`src/rtl/kbd_poll_pkg.sv`:
```
package kbd_poll_pkg;

    localparam logic [7:0] OP_CHECK  = 8'h06;
    localparam logic [7:0] OP_RESET  = 8'h05;
    localparam logic [7:0] OP_MODE   = 8'h15;
    localparam logic [7:0] OP_TOKEN  = 8'h45;
    localparam logic [7:0] OP_STATUS = 8'h22;
    localparam logic [7:0] OP_READ   = 8'h27;

    localparam int RPT_BYTES = 8;
    localparam int KEY_SLOTS = 6;
    localparam int KEY_BASE  = 2;
    localparam int RDLEN_W   = 4;
    localparam int RD_TOTAL  = RPT_BYTES + 1;

    typedef enum logic [3:0] {
        ST_BOOT,
        ST_CHK_REQ,
        ST_CHK_WAIT,
        ST_RST_REQ,
        ST_RST_WAIT,
        ST_MODE_REQ,
        ST_MODE_WAIT,
        ST_IDLE,
        ST_TOK_REQ,
        ST_TOK_WAIT,
        ST_INT_WAIT,
        ST_STAT_REQ,
        ST_STAT_WAIT,
        ST_RD_REQ,
        ST_RD_WAIT
    } seq_state_e;

    typedef struct packed {
        logic [7:0]         op;
        logic [7:0]         arg;
        logic               arg_en;
        logic [RDLEN_W-1:0] rd_len;
    } cmd_t;

endpackage

```
`src/rtl/kbd_tmo_timer.sv`:
```
module kbd_tmo_timer #(
    parameter int LIMIT = 1000
) (
    input  logic clk,
    input  logic rst_n,
    input  logic run,
    output logic expire
);
    localparam int CNT_W = $clog2(LIMIT + 1);

    logic [CNT_W-1:0] cnt_q;

    always_ff @(posedge clk) begin
        if (!rst_n || !run) begin
            cnt_q <= '0;
        end else if (!expire) begin
            cnt_q <= cnt_q + 1'b1;
        end
    end

    assign expire = run && (cnt_q == CNT_W'(LIMIT - 1));
endmodule

```
`src/rtl/kbd_rpt_capture.sv`:
```
module kbd_rpt_capture import kbd_poll_pkg::*; #(
    parameter int ERR_W = 8
) (
    input  logic                   clk,
    input  logic                   rst_n,
    input  logic                   start,
    input  logic                   byte_en,
    input  logic [7:0]             byte_in,
    input  logic                   finish,
    input  logic                   flush,
    input  logic                   out_ready,
    output logic                   out_valid,
    output logic [7:0]             out_mod,
    output logic [8*KEY_SLOTS-1:0] out_keys,
    output logic [ERR_W-1:0]       bad_cnt,
    output logic                   commit
);
    localparam int IDX_W = $clog2(RD_TOTAL + 2);
    localparam int BUF_W = $clog2(RPT_BYTES);

    logic [IDX_W-1:0] idx_q;
    logic [7:0]       len_q;
    logic [7:0]       buf_q [RPT_BYTES];
    logic [7:0]       rpt_q [RPT_BYTES];
    logic             reject;

    assign commit = finish && (len_q == 8'(RPT_BYTES)) && (idx_q == IDX_W'(RD_TOTAL));
    assign reject = finish && !commit;

    always_ff @(posedge clk) begin
        if (!rst_n || start) begin
            idx_q <= '0;
            len_q <= '0;
        end else if (byte_en) begin
            if (idx_q == '0) begin
                len_q <= byte_in;
            end else if (idx_q <= IDX_W'(RPT_BYTES)) begin
                buf_q[BUF_W'(idx_q - 1'b1)] <= byte_in;
            end
            if (idx_q != '1) begin
                idx_q <= idx_q + 1'b1;
            end
        end
    end

    always_ff @(posedge clk) begin
        if (!rst_n) begin
            out_valid <= 1'b0;
            bad_cnt   <= '0;
            for (int i = 0; i < RPT_BYTES; i++) rpt_q[i] <= '0;
        end else begin
            if (flush) begin
                out_valid <= 1'b0;
            end else if (commit) begin
                out_valid <= 1'b1;
            end else if (out_ready) begin
                out_valid <= 1'b0;
            end
            if (commit) begin
                for (int i = 0; i < RPT_BYTES; i++) rpt_q[i] <= buf_q[i];
            end
            if (reject && (bad_cnt != '1)) begin
                bad_cnt <= bad_cnt + 1'b1;
            end
        end
    end

    assign out_mod = rpt_q[0];

    for (genvar k = 0; k < KEY_SLOTS; k++) begin : g_key
        assign out_keys[8*k +: 8] = rpt_q[k + KEY_BASE];
    end
endmodule

```
`src/rtl/kbd_seq_fsm.sv`:
```
module kbd_seq_fsm import kbd_poll_pkg::*; #(
    parameter logic [7:0] TOKEN_ARG   = 8'h19,
    parameter logic [7:0] CHK_PATTERN = 8'h55,
    parameter logic [7:0] MODE_SEL    = 8'h06,
    parameter logic [7:0] ST_SUCCESS  = 8'h14,
    parameter logic [7:0] ST_DISC     = 8'h16
) (
    input  logic       clk,
    input  logic       rst_n,
    input  logic       req_ready,
    input  logic       rsp_valid,
    input  logic [7:0] rsp_data,
    input  logic       eng_done,
    input  logic       int_evt,
    input  logic       poll_tick,
    input  logic       tmo_expire,
    output logic       req_valid,
    output cmd_t       cmd,
    output logic       cap_start,
    output logic       cap_en,
    output logic       cap_end,
    output logic       flush,
    output logic       tmo_run
);
    seq_state_e state_q, state_d;
    logic [7:0] stat_q;
    logic       int_seen_q;

    always_ff @(posedge clk) begin
        if (!rst_n) state_q <= ST_BOOT;
        else        state_q <= state_d;
    end

    always_ff @(posedge clk) begin
        if (!rst_n) begin
            stat_q     <= '0;
            int_seen_q <= 1'b0;
        end else begin
            if (state_q == ST_CHK_REQ || state_q == ST_STAT_REQ) begin
                stat_q <= '0;
            end else if (rsp_valid && (state_q == ST_CHK_WAIT || state_q == ST_STAT_WAIT)) begin
                stat_q <= rsp_data;
            end
            if (state_q == ST_TOK_REQ) begin
                int_seen_q <= 1'b0;
            end else if (int_evt && state_q == ST_TOK_WAIT) begin
                int_seen_q <= 1'b1;
            end
        end
    end

    always_comb begin
        state_d = state_q;
        unique case (state_q)
            ST_BOOT:      state_d = ST_CHK_REQ;
            ST_CHK_REQ:   if (req_ready) state_d = ST_CHK_WAIT;
            ST_CHK_WAIT:  if (eng_done)  state_d = (stat_q == ~CHK_PATTERN) ? ST_RST_REQ : ST_CHK_REQ;
            ST_RST_REQ:   if (req_ready) state_d = ST_RST_WAIT;
            ST_RST_WAIT:  if (eng_done)  state_d = ST_MODE_REQ;
            ST_MODE_REQ:  if (req_ready) state_d = ST_MODE_WAIT;
            ST_MODE_WAIT: if (eng_done)  state_d = ST_IDLE;
            ST_IDLE:      if (poll_tick) state_d = ST_TOK_REQ;
            ST_TOK_REQ:   if (req_ready) state_d = ST_TOK_WAIT;
            ST_TOK_WAIT:  if (eng_done)  state_d = ST_INT_WAIT;
            ST_INT_WAIT: begin
                if (int_evt || int_seen_q) state_d = ST_STAT_REQ;
                else if (tmo_expire)       state_d = ST_IDLE;
            end
            ST_STAT_REQ:  if (req_ready) state_d = ST_STAT_WAIT;
            ST_STAT_WAIT: begin
                if (eng_done) begin
                    if (stat_q == ST_SUCCESS)   state_d = ST_RD_REQ;
                    else if (stat_q == ST_DISC) state_d = ST_CHK_REQ;
                    else                        state_d = ST_IDLE;
                end
            end
            ST_RD_REQ:    if (req_ready) state_d = ST_RD_WAIT;
            ST_RD_WAIT:   if (eng_done)  state_d = ST_IDLE;
            default:      state_d = ST_BOOT;
        endcase
    end

    always_comb begin
        req_valid = 1'b0;
        cmd       = '0;
        unique case (state_q)
            ST_CHK_REQ: begin
                req_valid = 1'b1;
                cmd = '{op: OP_CHECK, arg: CHK_PATTERN, arg_en: 1'b1, rd_len: RDLEN_W'(1)};
            end
            ST_RST_REQ: begin
                req_valid = 1'b1;
                cmd = '{op: OP_RESET, arg: 8'h00, arg_en: 1'b0, rd_len: RDLEN_W'(0)};
            end
            ST_MODE_REQ: begin
                req_valid = 1'b1;
                cmd = '{op: OP_MODE, arg: MODE_SEL, arg_en: 1'b1, rd_len: RDLEN_W'(0)};
            end
            ST_TOK_REQ: begin
                req_valid = 1'b1;
                cmd = '{op: OP_TOKEN, arg: TOKEN_ARG, arg_en: 1'b1, rd_len: RDLEN_W'(0)};
            end
            ST_STAT_REQ: begin
                req_valid = 1'b1;
                cmd = '{op: OP_STATUS, arg: 8'h00, arg_en: 1'b0, rd_len: RDLEN_W'(1)};
            end
            ST_RD_REQ: begin
                req_valid = 1'b1;
                cmd = '{op: OP_READ, arg: 8'h00, arg_en: 1'b0, rd_len: RDLEN_W'(RD_TOTAL)};
            end
            default: ;
        endcase
        cap_start = (state_q == ST_RD_REQ);
        cap_en    = (state_q == ST_RD_WAIT) && rsp_valid;
        cap_end   = (state_q == ST_RD_WAIT) && eng_done;
        flush     = (state_q == ST_STAT_WAIT) && eng_done && (stat_q == ST_DISC);
        tmo_run   = (state_q == ST_INT_WAIT);
    end
endmodule

```
`src/rtl/kbd_poll_seq.sv`:
```
module kbd_poll_seq import kbd_poll_pkg::*; #(
    parameter int         TMO_CYCLES  = 1000,
    parameter int         ERR_W       = 8,
    parameter logic [7:0] TOKEN_ARG   = 8'h19,
    parameter logic [7:0] CHK_PATTERN = 8'h55,
    parameter logic [7:0] MODE_SEL    = 8'h06,
    parameter logic [7:0] ST_SUCCESS  = 8'h14,
    parameter logic [7:0] ST_DISC     = 8'h16
) (
    input  logic                   clk,
    input  logic                   rst_n,
    output logic                   req_valid,
    input  logic                   req_ready,
    output logic [7:0]             req_op,
    output logic [7:0]             req_arg,
    output logic                   req_arg_en,
    output logic [3:0]             req_rd_len,
    input  logic                   rsp_valid,
    input  logic [7:0]             rsp_data,
    input  logic                   eng_done,
    input  logic                   int_evt,
    input  logic                   poll_tick,
    output logic                   rpt_valid,
    input  logic                   rpt_ready,
    output logic [7:0]             rpt_mod,
    output logic [47:0]            rpt_keys,
    output logic [ERR_W-1:0]       bad_len_cnt
);
    cmd_t cmd;
    logic cap_start, cap_en, cap_end, cap_flush, cap_commit;
    logic tmo_run, tmo_expire;

    kbd_seq_fsm #(
        .TOKEN_ARG  (TOKEN_ARG),
        .CHK_PATTERN(CHK_PATTERN),
        .MODE_SEL   (MODE_SEL),
        .ST_SUCCESS (ST_SUCCESS),
        .ST_DISC    (ST_DISC)
    ) u_fsm (
        .clk       (clk),
        .rst_n     (rst_n),
        .req_ready (req_ready),
        .rsp_valid (rsp_valid),
        .rsp_data  (rsp_data),
        .eng_done  (eng_done),
        .int_evt   (int_evt),
        .poll_tick (poll_tick),
        .tmo_expire(tmo_expire),
        .req_valid (req_valid),
        .cmd       (cmd),
        .cap_start (cap_start),
        .cap_en    (cap_en),
        .cap_end   (cap_end),
        .flush     (cap_flush),
        .tmo_run   (tmo_run)
    );

    kbd_tmo_timer #(.LIMIT(TMO_CYCLES)) u_tmo (
        .clk   (clk),
        .rst_n (rst_n),
        .run   (tmo_run),
        .expire(tmo_expire)
    );

    kbd_rpt_capture #(.ERR_W(ERR_W)) u_cap (
        .clk      (clk),
        .rst_n    (rst_n),
        .start    (cap_start),
        .byte_en  (cap_en),
        .byte_in  (rsp_data),
        .finish   (cap_end),
        .flush    (cap_flush),
        .out_ready(rpt_ready),
        .out_valid(rpt_valid),
        .out_mod  (rpt_mod),
        .out_keys (rpt_keys),
        .bad_cnt  (bad_len_cnt),
        .commit   (cap_commit)
    );

    assign req_op     = cmd.op;
    assign req_arg    = cmd.arg;
    assign req_arg_en = cmd.arg_en;
    assign req_rd_len = cmd.rd_len;
endmodule

```
`config.mk`:
```
export PLATFORM = sky130hd
export DESIGN_NAME = kbd_poll_seq
export DESIGN_NICKNAME = d
export VERILOG_FILES = /design/src/rtl/kbd_poll_pkg.sv /design/src/rtl/kbd_tmo_timer.sv /design/src/rtl/kbd_rpt_capture.sv /design/src/rtl/kbd_seq_fsm.sv /design/src/rtl/kbd_poll_seq.sv
export SDC_FILE = /design/constraint.sdc
export NUM_CORES = 1
export LEC_CHECK = 0
export BUFFER_PORTS_ARGS = -buffer_cell sky130_fd_sc_hd__clkbuf_2
export CAP_MARGIN = 20
export CORE_UTILIZATION = 40
export CTS_CLUSTER_DIAMETER = 80
export DETAILED_ROUTE_END_ITERATION = 8
export PLACE_DENSITY = 0.63
export REMOVE_ABC_BUFFERS = 1
export SLEW_MARGIN = 5
export SYNTH_ARGS = -nofsm -noshare
export SYNTH_HDL_FRONTEND = slang
export SYNTH_SLANG_ARGS = --single-unit
```
`constraint.sdc`:
```
create_clock -name clk -period 7 [get_ports clk]
set_input_delay 0.7 -clock clk [delete_from_list [all_inputs] [get_ports clk]]
set_output_delay 0.7 -clock clk [all_outputs]
set_load 0.05 [all_outputs]
```
==> results.sh <==
export IMPL_cts_tree="built"
export IMPL_cts_inserted_buffers=17
export IMPL_tightest_slew_ns=1.01
export IMPL_synth_edf_count=112
export IMPL_dieArea_um2=16000
export IMPL_holdCritStartpoint="u_cap.bad_cnt[5]$_SDFFE_PN0P_"
export IMPL_final_core_util_pct=48.7
export IMPL_cts_hold_buffers=0
export IMPL_cts_root_buf="clkbuf_16"
export IMPL_grt_pass1_vias=3576
export IMPL_max_stage_delay_ns=0.74
export IMPL_first_pass_iters=4
export IMPL_die_y_um=127
export IMPL_async_reset_ff_share_pct=0
export IMPL_ys_types=48
export IMPL_finalCritPeriodShare_pct=42.6
export IMPL_drt_iter0_drc=242
export IMPL_critPathArrivalTime_ns=3.02
export IMPL_final_cell_mix="edfxtp_1 (112), clkbuf_2 (96), and2_1 (58), nor2_1 (46), dfxtp_1 (44)"
export IMPL_cp_startpoint="u_fsm.state_q[2]$_SDFFE_PN0P_"
export IMPL_core_area_um2=15200
export IMPL_total_power_mw=2.22
export IMPL_yosysSeqAreaShare_pct=68.3
export IMPL_wl_um=11400
export IMPL_antenna_cells=0
export IMPL_power_density_nw_per_um2=299
export IMPL_placed_cell_area_um2=6820
export IMPL_place_ws_ns=3.69
export IMPL_critPathMaxFanout=20
export IMPL_nets=589
export IMPL_final_layout_size_suffix_gt1_share_pct=24.0
export IMPL_via_per_inst=4.86
export IMPL_syn_inst=475
export IMPL_synth_top_cells_by_area="edfxtp_1 (54%), dfxtp_1 (14%), and2_1 (5.8%)"
export IMPL_crit_type="flop to flop"
export IMPL_synth_warning_count=0
export IMPL_fill_cells=1371
export IMPL_row_count=45
export IMPL_clock_sinks=156
export IMPL_fin_crit_ns=2.98
export IMPL_peakVddDrop_mv=0.213
export IMPL_cts_path_max_buffers=2
export IMPL_placed_cells_incl_taps=735
export IMPL_rr_startpoint="u_fsm.state_q[2]$_SDFFE_PN0P_"
export IMPL_syn_to_final_growth_pct=19.2
export IMPL_fin_tns_setup_ns=0
export IMPL_hold_violations=0
export IMPL_fin_ws_ns=4.02
export IMPL_synth_ff_type="edfxtp_1"
export IMPL_cts_resized_gates=0
export IMPL_stdcell_area_um2=7410
export IMPL_critical_path_top_delay_family="simple AND/OR/NAND/NOR gates"
export IMPL_drv_cap=0
export IMPL_whs_ns=0.491
export IMPL_setup_viol=0
export IMPL_fin_cells=768
export IMPL_hp_class="flop to flop"
export IMPL_fmaxAchievable_ghz=0.335
export IMPL_final_common_cell="edfxtp_1"
export IMPL_io_buffers=96
export IMPL_postRouteAntennaNets=0
export IMPL_initial_core_util_pct=40.9
export IMPL_synth_area_per_cell_um2=13.1
export IMPL_status="finished clean"
export IMPL_synth_seq_cells=156
export IMPL_crit_chain="and2_1 -> nand3_1 -> or4_1 -> nor3_1"
export IMPL_setup_worst_path_start_class="flop"
export IMPL_insertion_delay_ns=0.42
export IMPL_cp_data_required_time_ns=7.04
export IMPL_clkSlewWorstSetupHoldPaths_ns=0.06
export IMPL_synth_top_area_share_pct=54.1
export IMPL_die_w_um=127
export IMPL_cts_max_level=4
export IMPL_gp_routability_congestion=0.761
export IMPL_routedWlPerCell_um=14.9
export IMPL_rsz0062_at_grt="false"
export IMPL_vias=3730
export IMPL_syn_area_um2=6210
export IMPL_hpwl_um=7550
export IMPL_crit_path_end_kind="flop"
export IMPL_reg2reg_slack_ns=4.02
export IMPL_grt_max_degree=57
export IMPL_drc=0
export IMPL_maxSlewViolCount=0
export IMPL_worst_clock_skew_ns=0.00872
export IMPL_cp_num_buf_inv=0
export IMPL_io_pins=103
export IMPL_yosys_area_top_type="edfxtp_1"
export IMPL_maxSlewHeadroom_pct=32.2
export IMPL_grt_overflow_total=0
export IMPL_leakagePower_nw=2.85
export IMPL_cts_post_setup_buffers_inserted=0
export IMPL_antenna_found_initial=0
export IMPL_crit_slowest_cell="nor3_1"
export IMPL_track_usage_pct=15.4
export IMPL_grt_pass1_wl_um=18400
registers in the layout, summed over array words and instances (netlist names):
name / flops
u_cap.bad_cnt: 8
u_cap.buf_q: 56
u_cap.idx_q: 4
u_cap.len_q: 8
u_cap.out_valid: 1
u_cap.rpt_q: 56
u_fsm.int_seen_q: 1
u_fsm.stat_q: 8
u_fsm.state_q: 4
u_tmo.cnt_q: 10
synth_stat cells (6+ instances only):
master / instances
a21oi_1: 10
and2_1: 58
buf_2: 8
buf_4: 10
clkbuf_1: 14
dfxtp_1: 44
edfxtp_1: 112
inv_1: 7
mux2i_1: 24
nand2_1: 19
nand2b_1: 11
nand3_1: 12
nor2_1: 47
nor3_1: 7
nor4_1: 6
o21ai_0: 8
xnor2_1: 13
tightest hold or removal path, cell delays in order (launching register included):
cell	delay [ns]
dfxtp_1	0.33
nand2_1	0.06
mux2i_1	0.06
final timing paths:
path,end,cells after the start
setup / recovery,u_cap.buf_q[6][6]$_DFFE_PP_,4
hold / removal,u_cap.bad_cnt[5]$_SDFFE_PN0P_,2
setup reg to reg,u_cap.buf_q[6][6]$_DFFE_PP_,4
hold reg to reg,u_cap.bad_cnt[5]$_SDFFE_PN0P_,2
area by class of cell:
type | instances | area, um^2 | share of cell area (%)
Timing Repair Buffer | 102 | 524 | 7.08
Sequential cell | 156 | 4240 | 57.3
Clock buffer | 19 | 433 | 5.85
Inverter | 8 | 30.0 | 0.405
Multi-Input combinational cell | 283 | 1790 | 24.2
Clock inverter | 12 | 148 | 1.99
Tap cell | 188 | 235 | 3.18
logic make-up (layout without fill, tap and decap cells):
group           Yosys count  count (layout)  share of synthesized area, %
fa+ha+maj                 5               5                          1.01
simple gates            200             200                          17.9
buf+inv                  41             141                          3.26
mux                      24              24                          3.87
flops                   156             156                          68.3
other cells               1               6                        0.0603
xor+xnor                 18              18                          2.54
compound gates           30              30                          3.04
power by group:
part | internal (mW) | leakage, nW | switching [mW]
clock network | 0.555 | 0.273 | 0.348
registers | 1.01 | 1.40 | 0.0245
logic | 0.0633 | 1.18 | 0.216
total | 1.63 | 2.85 | 0.589
routing by layer:
layer	wire [um]	global-route usage (%)	share of wire [%]
met1	5490	19.8	48
met2	5210	24.3	46
met3	543	4.22	4.8
met4	186	6.87	1.6
met5	0	0	0
Note: power is estimated with default switching activity, not from simulation.
